==> config.mk <==
export PLATFORM = sky130hd
export DESIGN_NAME = sp_readout
export DESIGN_NICKNAME = d
export VERILOG_FILES = /design/src/rtl/sp_pkg.sv /design/src/rtl/sp_pixel_slot.sv /design/src/rtl/sp_ts_merge.sv /design/src/rtl/sp_link_tx.sv /design/src/rtl/sp_readout.sv
export SDC_FILE = /design/constraint.sdc
export NUM_CORES = 1
export LEC_CHECK = 0
export ABC_CLOCK_PERIOD_IN_PS = 2400
export BUFFER_PORTS_ARGS = -buffer_cell sky130_fd_sc_hd__buf_2
export CAP_MARGIN = 20
export CORE_MARGIN = 8
export CORE_UTILIZATION = 50
export DETAILED_ROUTE_END_ITERATION = 8
export PLACE_DENSITY = 0.76
export SYNTH_ARGS = -nofsm -noshare
export SYNTH_HDL_FRONTEND = slang
export SYNTH_SLANG_ARGS = --single-unit
==> constraint.sdc <==
create_clock -name clk_i -period 2.4 [get_ports clk_i]
set_clock_uncertainty 0.2 [all_clocks]
set_input_delay 0.36 -clock clk_i [delete_from_list [all_inputs] [get_ports clk_i]]
set_output_delay 0.36 -clock clk_i [all_outputs]
set_load 0.005 [all_outputs]
==> src/rtl/sp_pkg.sv <==
package sp_pkg;
  localparam int SP_COLS = 2;
  localparam int SP_ROWS = 4;

  typedef enum logic {LNK_IDLE = 1'b0, LNK_WAIT = 1'b1} lnk_state_e;

  function automatic int pix_idx(input int row, input int col);
    return row * SP_COLS + col;
  endfunction
endpackage

==> src/rtl/sp_pixel_slot.sv <==
module sp_pixel_slot #(
  parameter int DATA_W = 10
) (
  input  logic              clk_i,
  input  logic              rst_ni,
  input  logic              hit_i,
  input  logic [DATA_W-1:0] data_i,
  input  logic              clr_i,
  output logic              held_o,
  output logic              take_o,
  output logic [DATA_W-1:0] data_o
);
  assign take_o = hit_i & ~held_o;

  always_ff @(posedge clk_i or negedge rst_ni) begin
    if (!rst_ni) begin
      held_o <= 1'b0;
      data_o <= '0;
    end else if (clr_i) begin
      held_o <= 1'b0;
    end else if (take_o) begin
      held_o <= 1'b1;
      data_o <= data_i;
    end
  end

  // held word survives strobes until released
  a_r6_hold_until_clear: assert property (@(posedge clk_i) disable iff (!rst_ni)
    held_o && !clr_i |=> held_o && $stable(data_o));
endmodule

==> src/rtl/sp_ts_merge.sv <==
module sp_ts_merge #(
  parameter int TS_W = 14
) (
  input  logic            clk_i,
  input  logic            rst_ni,
  input  logic            new_hit_i,
  input  logic            pend_empty_i,
  input  logic [TS_W-1:0] ts_i,
  output logic [TS_W-1:0] ts_o
);
  // first hit of a fresh batch opens the shared timestamp
  always_ff @(posedge clk_i or negedge rst_ni) begin
    if (!rst_ni) ts_o <= '0;
    else if (new_hit_i && pend_empty_i) ts_o <= ts_i;
  end

  a_r4_ts_only_on_hit: assert property (@(posedge clk_i) disable iff (!rst_ni)
    !new_hit_i |=> $stable(ts_o));
endmodule

==> src/rtl/sp_link_tx.sv <==
module sp_link_tx
  import sp_pkg::*;
#(
  parameter int NPIX   = 8,
  parameter int DATA_W = 10,
  parameter int TS_W   = 14,
  parameter int ADDR_W = 12,
  localparam int PKT_W = ADDR_W + TS_W + NPIX + NPIX * DATA_W
) (
  input  logic                   clk_i,
  input  logic                   rst_ni,
  input  logic [NPIX-1:0]        pending_i,
  input  logic [NPIX*DATA_W-1:0] data_i,
  input  logic [TS_W-1:0]        ts_i,
  input  logic [ADDR_W-1:0]      addr_i,
  input  logic                   ack_i,
  output logic                   launch_o,
  output logic [NPIX-1:0]        clr_o,
  output logic                   req_o,
  output logic [PKT_W-1:0]       pkt_o
);
  lnk_state_e            state_q;
  logic                  ack_q;
  logic                  ack_edge;
  logic                  done;
  logic [NPIX-1:0]       inflight_q;
  logic [NPIX*DATA_W-1:0] data_sel;

  assign ack_edge = ack_i ^ ack_q;
  assign launch_o = (state_q == LNK_IDLE) && (|pending_i);
  assign done     = (state_q == LNK_WAIT) && ack_edge;
  assign clr_o    = done ? inflight_q : '0;

  for (genvar k = 0; k < NPIX; k++) begin : g_sel
    assign data_sel[k*DATA_W +: DATA_W] = pending_i[k] ? data_i[k*DATA_W +: DATA_W] : '0;
  end

  always_ff @(posedge clk_i or negedge rst_ni) begin
    if (!rst_ni) begin
      state_q    <= LNK_IDLE;
      ack_q      <= 1'b0;
      inflight_q <= '0;
      req_o      <= 1'b0;
      pkt_o      <= '0;
    end else begin
      ack_q <= ack_i;
      if (launch_o) begin
        state_q    <= LNK_WAIT;
        inflight_q <= pending_i;
        req_o      <= ~req_o;
        pkt_o      <= {addr_i, ts_i, pending_i, data_sel};
      end else if (done) begin
        state_q    <= LNK_IDLE;
        inflight_q <= '0;
      end
    end
  end

  a_r5_hold_while_waiting: assert property (@(posedge clk_i) disable iff (!rst_ni)
    (state_q == LNK_WAIT) && !ack_edge |=> $stable(req_o) && $stable(pkt_o));
  a_r8_idle_ack_ignored: assert property (@(posedge clk_i) disable iff (!rst_ni)
    (state_q == LNK_IDLE) && ack_edge && !(|pending_i) |=> $stable(req_o) && (state_q == LNK_IDLE));
  a_r5_nonempty_packet: assert property (@(posedge clk_i) disable iff (!rst_ni)
    launch_o |=> (pkt_o[NPIX*DATA_W +: NPIX] != '0));
endmodule

==> src/rtl/sp_readout.sv <==
module sp_readout
  import sp_pkg::*;
#(
  parameter int COLS   = SP_COLS,
  parameter int ROWS   = SP_ROWS,
  parameter int DATA_W = 10,
  parameter int TS_W   = 14,
  parameter int ADDR_W = 12,
  localparam int NPIX  = COLS * ROWS,
  localparam int PKT_W = ADDR_W + TS_W + NPIX + NPIX * DATA_W
) (
  input  logic                   clk_i,
  input  logic                   rst_ni,
  input  logic [ADDR_W-1:0]      sp_addr_i,
  input  logic [TS_W-1:0]        ts_i,
  input  logic [NPIX-1:0]        hit_i,
  input  logic [NPIX*DATA_W-1:0] pix_data_i,
  input  logic                   ack_i,
  output logic                   req_o,
  output logic [PKT_W-1:0]       pkt_o
);
  logic [NPIX-1:0]        held;
  logic [NPIX-1:0]        take;
  logic [NPIX-1:0]        clr;
  logic [NPIX-1:0]        inflight_q;
  logic [NPIX-1:0]        pending;
  logic [NPIX*DATA_W-1:0] slot_data;
  logic [TS_W-1:0]        grp_ts;
  logic                   launch;

  for (genvar r = 0; r < ROWS; r++) begin : g_row
    for (genvar c = 0; c < COLS; c++) begin : g_col
      localparam int K = r * COLS + c;
      sp_pixel_slot #(.DATA_W(DATA_W)) u_slot (
        .clk_i  (clk_i),
        .rst_ni (rst_ni),
        .hit_i  (hit_i[K]),
        .data_i (pix_data_i[K*DATA_W +: DATA_W]),
        .clr_i  (clr[K]),
        .held_o (held[K]),
        .take_o (take[K]),
        .data_o (slot_data[K*DATA_W +: DATA_W])
      );
    end
  end

  // pixels already on the bus are not pending
  always_ff @(posedge clk_i or negedge rst_ni) begin
    if (!rst_ni)     inflight_q <= '0;
    else if (launch) inflight_q <= pending;
    else if (|clr)   inflight_q <= '0;
  end
  assign pending = held & ~inflight_q;

  sp_ts_merge #(.TS_W(TS_W)) u_ts (
    .clk_i        (clk_i),
    .rst_ni       (rst_ni),
    .new_hit_i    (|take),
    .pend_empty_i (launch || !(|pending)),
    .ts_i         (ts_i),
    .ts_o         (grp_ts)
  );

  sp_link_tx #(
    .NPIX(NPIX), .DATA_W(DATA_W), .TS_W(TS_W), .ADDR_W(ADDR_W)
  ) u_tx (
    .clk_i     (clk_i),
    .rst_ni    (rst_ni),
    .pending_i (pending),
    .data_i    (slot_data),
    .ts_i      (grp_ts),
    .addr_i    (sp_addr_i),
    .ack_i     (ack_i),
    .launch_o  (launch),
    .clr_o     (clr),
    .req_o     (req_o),
    .pkt_o     (pkt_o)
  );

  // unmasked data fields stay zero
  for (genvar k = 0; k < NPIX; k++) begin : g_chk
    a_r3_sparse_field: assert property (@(posedge clk_i) disable iff (!rst_ni)
      !pkt_o[NPIX*DATA_W + k] |-> (pkt_o[k*DATA_W +: DATA_W] == '0));
  end
  // release only pixels that were on the bus
  a_r6_clear_inflight_only: assert property (@(posedge clk_i) disable iff (!rst_ni)
    (clr & ~inflight_q) == '0);
  a_r1_reset_quiet: assert property (@(posedge clk_i) !rst_ni |-> !req_o && (pkt_o == '0));
endmodule

### Yosys cells after proc, flatten, opt, wreduce, memory -nomap -nowiden

Cells that the tools add are included.

* register bits: 235

* reductions and logical operators: 26
* multiplexer cells: 31
* bitwise logic cells: 29

Operator list (count)
* $mux W10: 8
* $mux W8: 5
* $reduce_or A8 Y1: 3
* $reduce_bool A2 Y1: 10
* $mux W1: 18
* $not A1 Y1: 18
* $reduce_and A2 Y1: 8
* $and A1 B1 Y1: 8
* $and A8 B8 Y8: 1
* $not A8 Y8: 1
* $logic_and A1 B1 Y1: 3
* $logic_not A1 Y1: 1
* $logic_or A1 B1 Y1: 1
* $xor A1 B1 Y1: 1

### Depth between registers and ports, before layout

* depth in word-level cells: 6
* depth in mapped cells: 6

### Modules after synthesis

From an unflattened synthesis, not the netlist that was laid out.

* cells, all modules: 731
* area total of the unflattened synthesis: 9457.8 µm²

Modules (own cells, without submodules)
* sp_link_tx: sequential area each 3128.0 µm², times used 1, cells an instance 457, area each 5069.9 µm²
* sp_pixel_slot: sequential area each 275.3 µm², times used 8, cells an instance 26, area each 425.4 µm²
* sp_ts_merge: sequential area each 350.3 µm², times used 1, cells an instance 30, area each 563.0 µm²
* sp_readout: sequential area each 200.2 µm², times used 1, cells an instance 36, area each 421.7 µm²

### Worst setup path before layout

No wires, ideal clock.

* kind: reg-to-reg
* start point: register u_tx.ack_q
* end point: register g_row[0].g_col[0].u_slot.data_o[0]
* setup time: 125 ps
* cell stages (with the launch flop): 7
* slack: 499 ps
* period minus slack after synthesis: 1901 ps
* arrival: 1576 ps
* path through: dfrtp_1 > xor2_1 > and2_1 > buf_6 > buf_6 > a21oi_4 > mux2_2

* longest elaborated chain between the ends: 5

Ends and longest elaborated chain
* start: declaration: RTL line sp_link_tx.sv:23 `logic ack_q;`
* start signal: assignment: RTL line sp_link_tx.sv:46 `ack_q <= ack_i;`
* $xor A1 B1 Y1: RTL line sp_link_tx.sv:29 `assign ack_edge = ack_i ^ ack_q;`
* $logic_and A1 B1 Y1: RTL line sp_link_tx.sv:31 `assign done = (state_q == LNK_WAIT) && ack_edge;`
* $mux W8: RTL line sp_link_tx.sv:32 `assign clr_o = done ? inflight_q : '0;`
* $not A1 Y1 (no source line)
* $reduce_and A2 Y1 (no source line)
* end signal: assignment: RTL line sp_pixel_slot.sv:23 `data_o <= data_i;`
* end: declaration: RTL line sp_pixel_slot.sv:11 `output logic [DATA_W-1:0] data_o`

No other way between the ends.
A chain may end at the register's enable or synchronous reset.

### Final worst setup path

* start point: input ack_i
* end point: register g_row[0].g_col[0].u_slot.data_o[0]

* longest elaborated chain between the ends: 5

Ends and longest elaborated chain
* start: declaration: RTL line sp_readout.sv:18 `input logic ack_i,`
* $xor A1 B1 Y1: RTL line sp_link_tx.sv:29
* $logic_and A1 B1 Y1: RTL line sp_link_tx.sv:31
* $mux W8: RTL line sp_link_tx.sv:32
* $not A1 Y1 (no source line)
* $reduce_and A2 Y1 (no source line)

No other way between the ends.

==> out/qor.csv <==
stage;metric;value;unit
grt;grt_pass1_vias;7783;
detailed_routing;ant_nets;0;
detailed_routing;drc;0;
synth;synth_edf_count;0;
flow_run;max-cap-violations;0;
synth;syn-cell-area;0.009360;mm^2
synth;syn_inst;680;
hold_path;hp-class;primary input to asynchronous set/reset pin;
placed_design;gp_congestion;0.7402;
clock_network;postCtsSetupBuffers;0;
clock_network;path_clk_slew;0.06;ns
grt;grt_pass1_wl;41.73;mm
die;design.core.area;0.01852;mm^2
final_layout;nFillCells;1290;
synth;synthTopCellsByArea;dfrtp_1, mux2_2, a21o_1;
timing;slew_violations;0;
synth;ys.flop_type;dfrtp_1;
timing;max_slew_margin;33.02;%
grt;grt-ovfl-total;0;
timing;finalSetupTns;0;ns
synth;postSynthAreaPerCell;13.77;um^2
clock_network;cts_resized;0;
die;initial_core_util;50.55;%
timing;final_hold_viol_count;0;
die;rows;50;
critical_path;crit_type;primary input to flip-flop;
clock_network;clock_latency;0.51;ns
grt;grt_use_total;21.64;%
placed_design;portBuffers;231;
synth;synth.distinct_cells;29;
timing;rsz0062_at_grt;false;
final_layout;seq_area;0.005884;mm^2
timing;fin_hold_ws;0.1887;ns
synth;synthArstFlopShare;100.0;%
die;die-area;0.02335;mm^2
critical_path;worst_setup_path_start_kind;primary input;
detailed_routing;vias;7104;
placed_design;placed_cell_area;0.01093;mm^2
synth;yosys_warnings;0;
power_and_ir_drop;p_leak;6.404;nW
final_layout;final_cells;1291;
synth;ys_seq_elements;235;
critical_path;arrival;2.31;ns
die;die_y;152.8;um
synth;synth_fp_nets;797;
critical_path;crit_required;2.59;ns
critical_path;cp_max_fo;10;
clock_network;root_buffer;clkbuf_16;
clock_network;cts_tree;yes;
die;ios;232;
timing;period_share;88.64;%
timing;fmax;0.4701;GHz
grt;grt_start_max_net_pins;69;
detailed_routing;wl;25.42;mm
synth;synth_top_cell_by_area;dfrtp_1;
timing;worstMarginPinSlew;1.001;ns
critical_path;critPathCaptureType;flip-flop;
synth;synth-seq-area-share;62.83;%
placed_design;dpl.hpwl;16.11;mm
final_layout;multi_input_area;0.003279;mm^2
placed_design;placed_cells;1134;
power_and_ir_drop;ir_worst_vdd;672.6;uV
detailed_routing;viasPerCell;5.503;
outcome;status;finished clean;
synth;synth_top_area_share;62.83;%
clock_network;cts_buffers;24;
clock_network;clkSinkCount;235;
final_layout;final_nets;1159;
detailed_routing;firstDrtPassIters;6;
die;die_w;152.8;um
final_layout;fin_area;0.01284;mm^2
final_layout;final_util;69.33;%
clock_network;ctsHtreeMaxLevel;1;
power_and_ir_drop;power.density;1299;mW/mm^2
timing;finalSetupViolCount;0;
grt;antenna_found_initial;2;
clock_network;cts_buffer_depth;3;
final_layout;drive_gt1_share;40.76;%
detailed_routing;wl_per_cell;19.69;um
detailed_routing;first_iter_violations;316;
timing;period_needed;2.127;ns
clock_network;postCtsHoldBufs;116;
final_layout;area_growth;37.16;%
-- final timing paths --
path,from,end,slack [ns],depth (start not counted)
worst min register to register,u_tx.pkt_o[53]$_DFFE_PN0N_,u_tx.pkt_o[53]$_DFFE_PN0N_,0.27,1
worst max register to register,inflight_q[4]$_DFFE_PN0P_,u_ts.ts_o[2]$_DFFE_PN0P_,0.34,5
min in group clk_i,u_tx.pkt_o[53]$_DFFE_PN0N_,u_tx.pkt_o[53]$_DFFE_PN0N_,0.27,1
worst min-delay path,rst_ni,g_row[0].g_col[0].u_slot.data_o[9]$_DFFE_PN0P_,0.19,2
worst max-delay path,ack_i,g_row[0].g_col[0].u_slot.data_o[0]$_DFFE_PN0P_,0.27,7
max in group asynchronous,rst_ni,g_row[2].g_col[1].u_slot.held_o$_DFFE_PN0P_,1.08,3
-- sequential cells by signal (all words and copies together) (netlist names) --
signal,count
u_tx.state_q,1
inflight_q,8
u_tx.pkt_o,114
u_tx.ack_q,1
u_ts.ts_o,14
g_row.g_col.u_slot.held_o,8
u_tx.inflight_q,8
u_tx.req_o,1
g_row.g_col.u_slot.data_o,80
-- layout make-up --
type	count	share of cell area [%]
tap	234	2.280
clock buffer	35	5.633
antenna	2	0.03898
clock inverter	4	0.1559
multi-input combinational	401	25.54
inverter	1	0.02924
timing repair buffer	379	20.49
sequential	235	45.83
-- placed cells by master (no fill, tap or decap), types with 3 or more instances in the layout --
master,instances
a21oi_1,8
nor2_1,16
buf_2,230
a21o_1,78
clkbuf_16,25
buf_12,5
nor3b_1,70
clkinv_2,4
a22o_1,10
dfrtp_1,234
nand2b_1,16
nand2_1,3
o211ai_1,28
a31o_2,16
nand4_1,4
dlygate4sd3_1,116
clkbuf_1,4
a21oi_2,7
nand3_1,14
clkbuf_8,6
mux2_2,106
o21ai_0,15
buf_4,27
-- metal layers --
layer	global-route usage [%]	part of all wire, %	vias to the layer above
met5	0	0	-
met4	6.833	3.0	0
met3	4.144	5.4	57
met2	37.10	50	235
met1	27.31	42	3609
li1	-	-	3203
-- through the flow --
stage               worst slack [ns]  power (W)
global placement              0.3619    0.01274
floorplan                     0.4991    0.01069
finish                        0.2727    0.01667
CTS                           0.3000    0.01673
detailed placement            0.3424    0.01301
global route                  0.2025    0.01771
-- Yosys cell counts (2+ instances only) --
cell	count
a21o_1	78
a21oi_1	8
a21oi_2	7
a22o_1	10
a31o_2	16
and4_1	2
buf_1	2
buf_2	10
buf_4	4
buf_6	2
clkbuf_1	25
dfrtp_1	235
mux2_2	106
nand2_1	3
nand2b_1	16
nand3_1	14
nand4_1	4
nor2_1	16
nor3b_1	70
nor4_1	2
o211ai_1	28
o21ai_0	15
-- power by group --
part | switching, W | internal (W)
registers | 0.00105 | 0.00580
clock network | 0.00146 | 0.00207
logic | 0.00304 | 0.00326
total | 0.00554 | 0.0111
-- kinds of logic (layout without fill, tap and decap cells) --
group,count (synthesis),in the layout,share of synthesized area (%)
other,0,2,0
xor gates and xnor gates,2,2,0.1872
muxes,106,106,12.75
and+or+nand+nor,128,128,8.849
buffers and inverters,44,419,2.219
AOI/OAI and AO/OA,165,165,13.17
DFF,235,235,62.83
-- critical path, cell delays in order --
cell and delay (ns):
dlygate4sd3_1 0.54, buf_2 0.14, xor2_1 0.16, and2_1 0.18, buf_4 0.20, a21oi_4 0.35, mux2_2 0.39
Note: power is estimated with default switching activity, not from simulation.
